==> config.mk <==
export PLATFORM = sky130hd
export DESIGN_NAME = bsram_core
export DESIGN_NICKNAME = d
export VERILOG_FILES = /design/src/rtl/bsram_pkg.sv /design/src/rtl/bsram_wqual.sv /design/src/rtl/bsram_seq.sv /design/src/rtl/bsram_array.sv /design/src/rtl/bsram_rdpath.sv /design/src/rtl/bsram_core.sv
export SDC_FILE = /design/constraint.sdc
export NUM_CORES = 2
export LEC_CHECK = 0
export BUFFER_PORTS_ARGS = -buffer_cell sky130_fd_sc_hd__buf_2
export CAP_MARGIN = 20
export CORE_MARGIN = 3
export CORE_UTILIZATION = 45
export CTS_BUF_LIST = sky130_fd_sc_hd__clkbuf_16
export CTS_CLUSTER_SIZE = 40
export DETAILED_ROUTE_END_ITERATION = 7
export PLACE_DENSITY_LB_ADDON = 0.2
export SYNTH_ARGS = -nofsm -noshare
export SYNTH_HDL_FRONTEND = slang
export SYNTH_HIERARCHICAL = 1
export SYNTH_SLANG_ARGS = --single-unit
==> constraint.sdc <==
create_clock -name clk_i -period 3.6 [get_ports clk_i]
set_clock_uncertainty 0.2 [all_clocks]
set_input_delay 0.18 -clock clk_i [delete_from_list [all_inputs] [get_ports clk_i]]
set_output_delay 0.18 -clock clk_i [all_outputs]
set_load 0.01 [all_outputs]
==> src/rtl/bsram_pkg.sv <==
package bsram_pkg;

   // Low two address bits of the current beat of a burst.
   function automatic logic [1:0] burst_low(input logic [1:0] start,
                                            input logic [1:0] count,
                                            input logic       ilv);
      logic [1:0] r;
      if (ilv) r = start ^ count;
      else     r = start + count;
      return r;
   endfunction

endpackage

==> src/rtl/bsram_wqual.sv <==
module bsram_wqual #(
   parameter int LANES = 8
) (
   input  logic             wr_en_i,
   input  logic             wr_all_i,
   input  logic [LANES-1:0] lane_en_i,
   output logic [LANES-1:0] mask_o
);
   generate
      if (LANES < 1) begin : g_bad
         $error("bsram_wqual: LANES must be at least 1");
      end
   endgenerate

   // Global write wins; otherwise a lane needs its own enable and the common enable.
   for (genvar j = 0; j < LANES; j++) begin : g_lane
      assign mask_o[j] = wr_all_i | (wr_en_i & lane_en_i[j]);
   end
endmodule

==> src/rtl/bsram_seq.sv <==
module bsram_seq
   import bsram_pkg::*;
#(
   parameter int ADDR_W = 6,
   parameter int LANES  = 8
) (
   input  logic              clk_i,
   input  logic              rst_ni,
   input  logic [ADDR_W-1:0] addr_i,
   input  logic              start_cpu_i,
   input  logic              start_ctl_i,
   input  logic              adv_i,
   input  logic              desel_i,
   input  logic              ilv_i,
   input  logic [LANES-1:0]  wmask_i,
   output logic              act_o,
   output logic [ADDR_W-1:0] addr_o,
   output logic [LANES-1:0]  wmask_o
);
   localparam int HI_W = ADDR_W - 2;

   generate
      if (ADDR_W < 3) begin : g_bad
         $error("bsram_seq: ADDR_W must be at least 3");
      end
   endgenerate

   logic              act_q;
   logic [ADDR_W-1:0] base_q;
   logic [1:0]        cnt_q;
   logic [LANES-1:0]  wm_q;

   always_ff @(posedge clk_i or negedge rst_ni) begin
      if (!rst_ni) begin
         act_q  <= 1'b0;
         base_q <= '0;
         cnt_q  <= '0;
         wm_q   <= '0;
      end else if (desel_i) begin
         act_q <= 1'b0;
         wm_q  <= '0;
      end else if (start_cpu_i) begin
         act_q  <= 1'b1;
         base_q <= addr_i;
         cnt_q  <= '0;
         wm_q   <= '0;
      end else if (start_ctl_i) begin
         act_q  <= 1'b1;
         base_q <= addr_i;
         cnt_q  <= '0;
         wm_q   <= wmask_i;
      end else if (act_q) begin
         if (adv_i) cnt_q <= cnt_q + 2'd1;
         wm_q <= wmask_i;
      end else begin
         wm_q <= '0;
      end
   end

   logic [HI_W-1:0] hi;
   assign hi      = base_q[ADDR_W-1:2];
   assign addr_o  = {hi, burst_low(base_q[1:0], cnt_q, ilv_i)};
   assign act_o   = act_q;
   assign wmask_o = wm_q;

   a_r2_start_load : assert property (@(posedge clk_i) disable iff (!rst_ni)
      ((start_cpu_i || start_ctl_i) && !desel_i) |=>
         (act_q && cnt_q == 2'd0 && base_q == $past(addr_i)));

   a_r3_step : assert property (@(posedge clk_i) disable iff (!rst_ni)
      (act_q && adv_i && !start_cpu_i && !start_ctl_i && !desel_i) |=>
         (cnt_q == $past(cnt_q) + 2'd1 && $stable(base_q)));

   a_r3_hold : assert property (@(posedge clk_i) disable iff (!rst_ni)
      (act_q && !adv_i && !start_cpu_i && !start_ctl_i && !desel_i) |=>
         ($stable(cnt_q) && $stable(base_q)));

   a_r5_cpu_read : assert property (@(posedge clk_i) disable iff (!rst_ni)
      (start_cpu_i && !desel_i) |=> (wm_q == '0));

   a_r11_desel : assert property (@(posedge clk_i) disable iff (!rst_ni)
      desel_i |=> !act_q);
endmodule

==> src/rtl/bsram_array.sv <==
module bsram_array #(
   parameter int ADDR_W = 6,
   parameter int LANES  = 8,
   parameter int LANE_W = 8
) (
   input  logic                    clk_i,
   input  logic [LANES-1:0]        we_i,
   input  logic [ADDR_W-1:0]       addr_i,
   input  logic [LANES*LANE_W-1:0] wdata_i,
   output logic [LANES*LANE_W-1:0] rdata_o
);
   localparam int DEPTH = 1 << ADDR_W;

   generate
      if (DEPTH * LANES * LANE_W > 65536) begin : g_bad
         $error("bsram_array: array too large for a register memory");
      end
   endgenerate

   // One independent storage column per lane.
   for (genvar j = 0; j < LANES; j++) begin : g_lane
      logic [LANE_W-1:0] mem [DEPTH];

      always_ff @(posedge clk_i) begin
         if (we_i[j]) mem[addr_i] <= wdata_i[j*LANE_W +: LANE_W];
      end

      assign rdata_o[j*LANE_W +: LANE_W] = mem[addr_i];
   end
endmodule

==> src/rtl/bsram_rdpath.sv <==
module bsram_rdpath #(
   parameter int DATA_W    = 64,
   parameter bit PIPELINED = 1'b1
) (
   input  logic              clk_i,
   input  logic              rst_ni,
   input  logic              rd_i,
   input  logic [DATA_W-1:0] data_i,
   input  logic              oe_i,
   output logic [DATA_W-1:0] dout_o,
   output logic              vld_o
);
   if (PIPELINED) begin : g_pipe
      logic [DATA_W-1:0] dq;
      logic              rq;

      always_ff @(posedge clk_i or negedge rst_ni) begin
         if (!rst_ni) begin
            dq <= '0;
            rq <= 1'b0;
         end else begin
            dq <= data_i;
            rq <= rd_i;
         end
      end

      assign dout_o = dq;
      assign vld_o  = rq & oe_i;

      a_r10_no_out_after_write : assert property (@(posedge clk_i) disable iff (!rst_ni)
         !rd_i |=> !vld_o);

      a_r9_pipe_latency : assert property (@(posedge clk_i) disable iff (!rst_ni)
         rd_i |=> (dout_o == $past(data_i)));
   end else begin : g_flow
      assign dout_o = data_i;
      assign vld_o  = rd_i & oe_i;
   end
endmodule

==> src/rtl/bsram_core.sv <==
module bsram_core #(
   parameter int ADDR_W    = 6,
   parameter int LANES     = 8,
   parameter int LANE_W    = 8,
   parameter bit PIPELINED = 1'b1
) (
   input  logic                    clk_i,
   input  logic                    rst_ni,
   input  logic [ADDR_W-1:0]       addr_i,
   input  logic                    start_cpu_i,
   input  logic                    start_ctl_i,
   input  logic                    adv_i,
   input  logic                    desel_i,
   input  logic                    order_ilv_i,
   input  logic                    wr_en_i,
   input  logic                    wr_all_i,
   input  logic [LANES-1:0]        lane_en_i,
   input  logic [LANES*LANE_W-1:0] din_i,
   input  logic                    oe_i,
   output logic [LANES*LANE_W-1:0] dout_o,
   output logic                    dout_vld_o
);
   localparam int DATA_W = LANES * LANE_W;

   generate
      if (LANE_W < 1) begin : g_bad
         $error("bsram_core: LANE_W must be at least 1");
      end
   endgenerate

   logic [LANES-1:0]  wmask_in, wmask_q, we;
   logic              act;
   logic [ADDR_W-1:0] cur_addr;
   logic [DATA_W-1:0] din_q, rdata;
   logic              rd;

   bsram_wqual #(.LANES(LANES)) u_wqual (
      .wr_en_i  (wr_en_i),
      .wr_all_i (wr_all_i),
      .lane_en_i(lane_en_i),
      .mask_o   (wmask_in)
   );

   bsram_seq #(.ADDR_W(ADDR_W), .LANES(LANES)) u_seq (
      .clk_i      (clk_i),
      .rst_ni     (rst_ni),
      .addr_i     (addr_i),
      .start_cpu_i(start_cpu_i),
      .start_ctl_i(start_ctl_i),
      .adv_i      (adv_i),
      .desel_i    (desel_i),
      .ilv_i      (order_ilv_i),
      .wmask_i    (wmask_in),
      .act_o      (act),
      .addr_o     (cur_addr),
      .wmask_o    (wmask_q)
   );

   // Captured write data, committed on the next edge (self-timed late write).
   always_ff @(posedge clk_i or negedge rst_ni) begin
      if (!rst_ni) din_q <= '0;
      else         din_q <= din_i;
   end

   assign we = act ? wmask_q : '0;
   assign rd = act & (wmask_q == '0);

   bsram_array #(.ADDR_W(ADDR_W), .LANES(LANES), .LANE_W(LANE_W)) u_array (
      .clk_i  (clk_i),
      .we_i   (we),
      .addr_i (cur_addr),
      .wdata_i(din_q),
      .rdata_o(rdata)
   );

   bsram_rdpath #(.DATA_W(DATA_W), .PIPELINED(PIPELINED)) u_rd (
      .clk_i (clk_i),
      .rst_ni(rst_ni),
      .rd_i  (rd),
      .data_i(rdata),
      .oe_i  (oe_i),
      .dout_o(dout_o),
      .vld_o (dout_vld_o)
   );

   a_r1_idle_no_write : assert property (@(posedge clk_i) disable iff (!rst_ni)
      (!act && !start_cpu_i && !start_ctl_i) |=> (we == '0));

   a_r7_global_all_lanes : assert property (@(posedge clk_i) disable iff (!rst_ni)
      (start_ctl_i && !start_cpu_i && !desel_i && wr_all_i) |=> ($countones(we) == LANES));
endmodule

==> results.toml <==
[outcome]
violations = "setup timing"
status = "complete, but fails checks"

[placement]
dp_slack_ns = -0.353
portBuffers = 152
dp_cells = 14764
place_congestion = 0.865
dpl.hpwl_um = 331000

[synth]
avgSynthCellArea_um2 = 17.3
netlist_instances = 9298
yosys.area.top_type_share = 0.766
yosysTopAreaCell = "edfxtp_1"
ys_async_sr_fraction = 0.0344
synth_edf_count = 4096
yosys_register_bits = 4242
ys_top_cells_by_count = "4096 x edfxtp_1, 813 x a221oi_1, 743 x nor2_1"
synthTopCellsByArea = "edfxtp_1 77%, a221oi_1 4.4%, a22oi_1 2.6%"
synth-seq-area-share = 0.789
ys_warn_count = 6
syn-num-nets = 9387
synth_most_common_cell = "edfxtp_1"
ys_types = 65
ys.flop_type = "edfxtp_1"
syn-cell-area_um2 = 161000

[power]
total_power_mw = 116
power.density_nw_per_um2 = 600
leakagePower_nw = 64.4
irDropWorstVdd_v = 0.000494

[route]
post_drt_wl_per_cell_um = 32.9
drt-vias-per-instance = 6.29
dr_total_vias = 99431
drtIter0Drc = 13453
ant_nets = 0
post-route-drc-count = 0
drt_wl_total_um = 519000
firstDrtPassIters = 6

[sta]
holdWs_ns = 0.185
tightestPinTransition_ns = 1.13
fin_ws_ns = -0.0324
final-hold-violation-count = 0
rsz0062_at_grt = "yes"
timing.final.crit_share = 1.01
finalSetupViolCount = 2
fmax_mhz = 275
slew_headroom = 0.243
min_period_ns = 3.63
slew_violations = 0

[clock_network]
cts.sinks = 4242
clk_latency_ns = 0.99
cts_tree = "yes"
clkTransAtPathRegs_ns = 0.06
cts.path.max_buffers = 4
htree_levels = 5
cts_buffers = 429
cts-root-buf = "clkbuf_16"

[worst_setup_path]
crit_required_ns = 4.21
rr_startpoint = "u_seq/cnt_q[0]"
cp.arrival_ns = 4.24
endpoint_kind = "flip-flop"
worst_path_most_repeated_cell = "buf_4"
critPathLaunchType = "flip-flop"
crit_path_top_delay_cell = "or4_4"
path_cells = "ha_4, nor2b_1, xnor2_2, buf_12, clkbuf_16, and2_4, buf_6, buf_4, buf_4, a22oi_1, nor2_1, o21ai_2, o2111ai_2, or4_4"
max_stage_delay_ns = 0.51
critPathMaxFanout = 14
crit_start = "u_seq/cnt_q[0]"
worst-setup-path-type = "reg2reg"

[die]
core_area_um2 = 354000
die_x_um = 603
io_pins = 153
rows = 218
dieArea_um2 = 364000
fp.dieH_um = 603
start_util = 0.454

[grt]
grt-ovfl-total = 0
grt_usage = 0.279
grt_max_degree = 79
grt_pass1_wl_um = 731000
antenna_found_initial = 30
first_global_vias = 97561

[cells_and_area]
n_fill_cell = 27725
areaGrowthSynthToFinish_pct = 20.8
finish.net_count = 10777
ff_latch_area_um2 = 127000
instances_no_fill = 15797
multi_input_area_um2 = 31900
drive_gt1_frac = 0.245
post-route-util = 0.548

[hold_path]
min_from = "din_i[32]"
hold_class = "in2reg"

[flow_run]
cap_violations = 0
-- cells in the final DEF, fill, tap and decap left out, types with 24 or more instances in the layout --
| cell type | synthesis | routed |
|---|---|---|
| mux2i_1 | 197 | 195 |
| nand3_1 | 41 | 37 |
| dlygate4sd3_1 | 0 | 192 |
| clkinv_2 | 0 | 86 |
| a221oi_1 | 813 | 732 |
| dfrtp_2 | 0 | 65 |
| inv_1 | 2 | 96 |
| buf_2 | 198 | 151 |
| a221o_1 | 34 | 34 |
| clkbuf_16 | 0 | 442 |
| o22a_1 | 56 | 55 |
| or4_1 | 81 | 58 |
| nand2_1 | 346 | 331 |
| buf_12 | 0 | 207 |
| o22ai_1 | 272 | 263 |
| bufinv_16 | 0 | 32 |
| dfrtp_1 | 146 | 80 |
| a222oi_1 | 55 | 55 |
| edfxtp_1 | 4096 | 4096 |
| o21ai_0 | 200 | 174 |
| a22oi_1 | 548 | 531 |
| mux2_1 | 35 | 35 |
| o21ai_1 | 20 | 41 |
| a211oi_1 | 35 | 24 |
| mux2_2 | 263 | 263 |
| buf_4 | 17 | 1104 |
| a22o_1 | 77 | 77 |
| a221oi_2 | 5 | 84 |
| mux4_2 | 40 | 40 |
| o211ai_1 | 58 | 58 |
| nor2_1 | 743 | 735 |
| clkinv_1 | 1 | 108 |
| a21oi_1 | 191 | 190 |
-- critical path: cells and delay by family, from the launching register on --
| family | cells | cell delay [ns] |
|---|---|---|
| compound gates | 3 | 0.58 |
| xor+xnor | 1 | 0.16 |
| fa+ha+maj | 1 | 0.16 |
| buf+inv | 5 | 0.95 |
| flops | 1 | 0.41 |
| simple gates | 4 | 0.99 |
-- cell families (layout without fill, tap and decap cells) --
logic type	count (synthesis)	in the layout	share of synthesized area
xor+xnor	2	2	0.000109
compound gates	2446	2446	0.115
mux	544	544	0.0396
buf+inv	736	2490	0.0210
other cells	0	15	0
simple gates	1327	1327	0.0351
fa+ha+maj	1	1	0.0000779
flops	4242	4242	0.789
-- metrics by stage --
| step | setup TNS, ns | cell area, um^2 |
|---|---|---|
| after detailed placement | -4.78 | 177000 |
| after global routing | -0.293 | 194000 |
| final | -0.0468 | 194000 |
| after global placement | -8.05 | 177000 |
| after CTS | -0.00324 | 193000 |
| after floorplan | 0 | 161000 |
-- worst paths after layout --
check,cells past startpoint,slack [ns],to
worst max register to register,14,-0.03,u_rd/dout_o[56]
worst min register to register,2,0.38,u_rd/g_pipe.rq
worst max-delay path,14,-0.03,u_rd/dout_o[56]
worst min-delay path,3,0.19,din_q[32]
max in group asynchronous,5,2.22,u_rd/dout_o[58]
min in group asynchronous,4,0.23,din_q[35]
-- sequential cells by signal (all words and copies together), names as in the netlist --
| signal | cells |
|---|---|
| u_array/g_lane.mem | 4096 |
| din_q | 64 |
| u_rd/dout_o | 64 |
| u_seq/wmask_o | 8 |
| u_seq/base_q | 6 |
| u_seq/cnt_q | 2 |
| u_rd/g_pipe.rq | 1 |
| u_seq/act_o | 1 |
-- power breakdown --
part,leakage (nW),internal [mW],total (mW),switching (mW)
clock,7.05,24.3,43.1,18.9
combinational,18.9,6.21,17.4,11.2
sequential,38.5,54.5,55.8,1.25
-- layout make-up --
class	count	area share
repair buffers	1690	0.0812
flip-flops and latches	4242	0.653
inverters	5	0.000213
diodes	15	0.000194
clock buffers	436	0.0563
clock inverters	359	0.0138
well taps	4730	0.0305
multi-input cells	4320	0.164
-- routing by layer --
metal,global-route usage,share of wire,vias to the layer above
li1,-,-,41208
met3,0.0493,0.097,968
met4,0.0989,0.040,14
met2,0.443,0.47,5614
met1,0.388,0.39,51627
met5,0,0.00017,-
-- repair_timing --
action / 4_1_cts / 5_1_grt
cloned: 3 / 6
buffers inserted: 16 / 5
hold buffers: 193 / 0
resized for setup: 72 / 164
endpoints found under the setup margin: 77 / 58
pin swaps: 11 / 39
endpoints found under the hold margin: 228 / 0
Note: power is estimated with default switching activity, not from simulation.
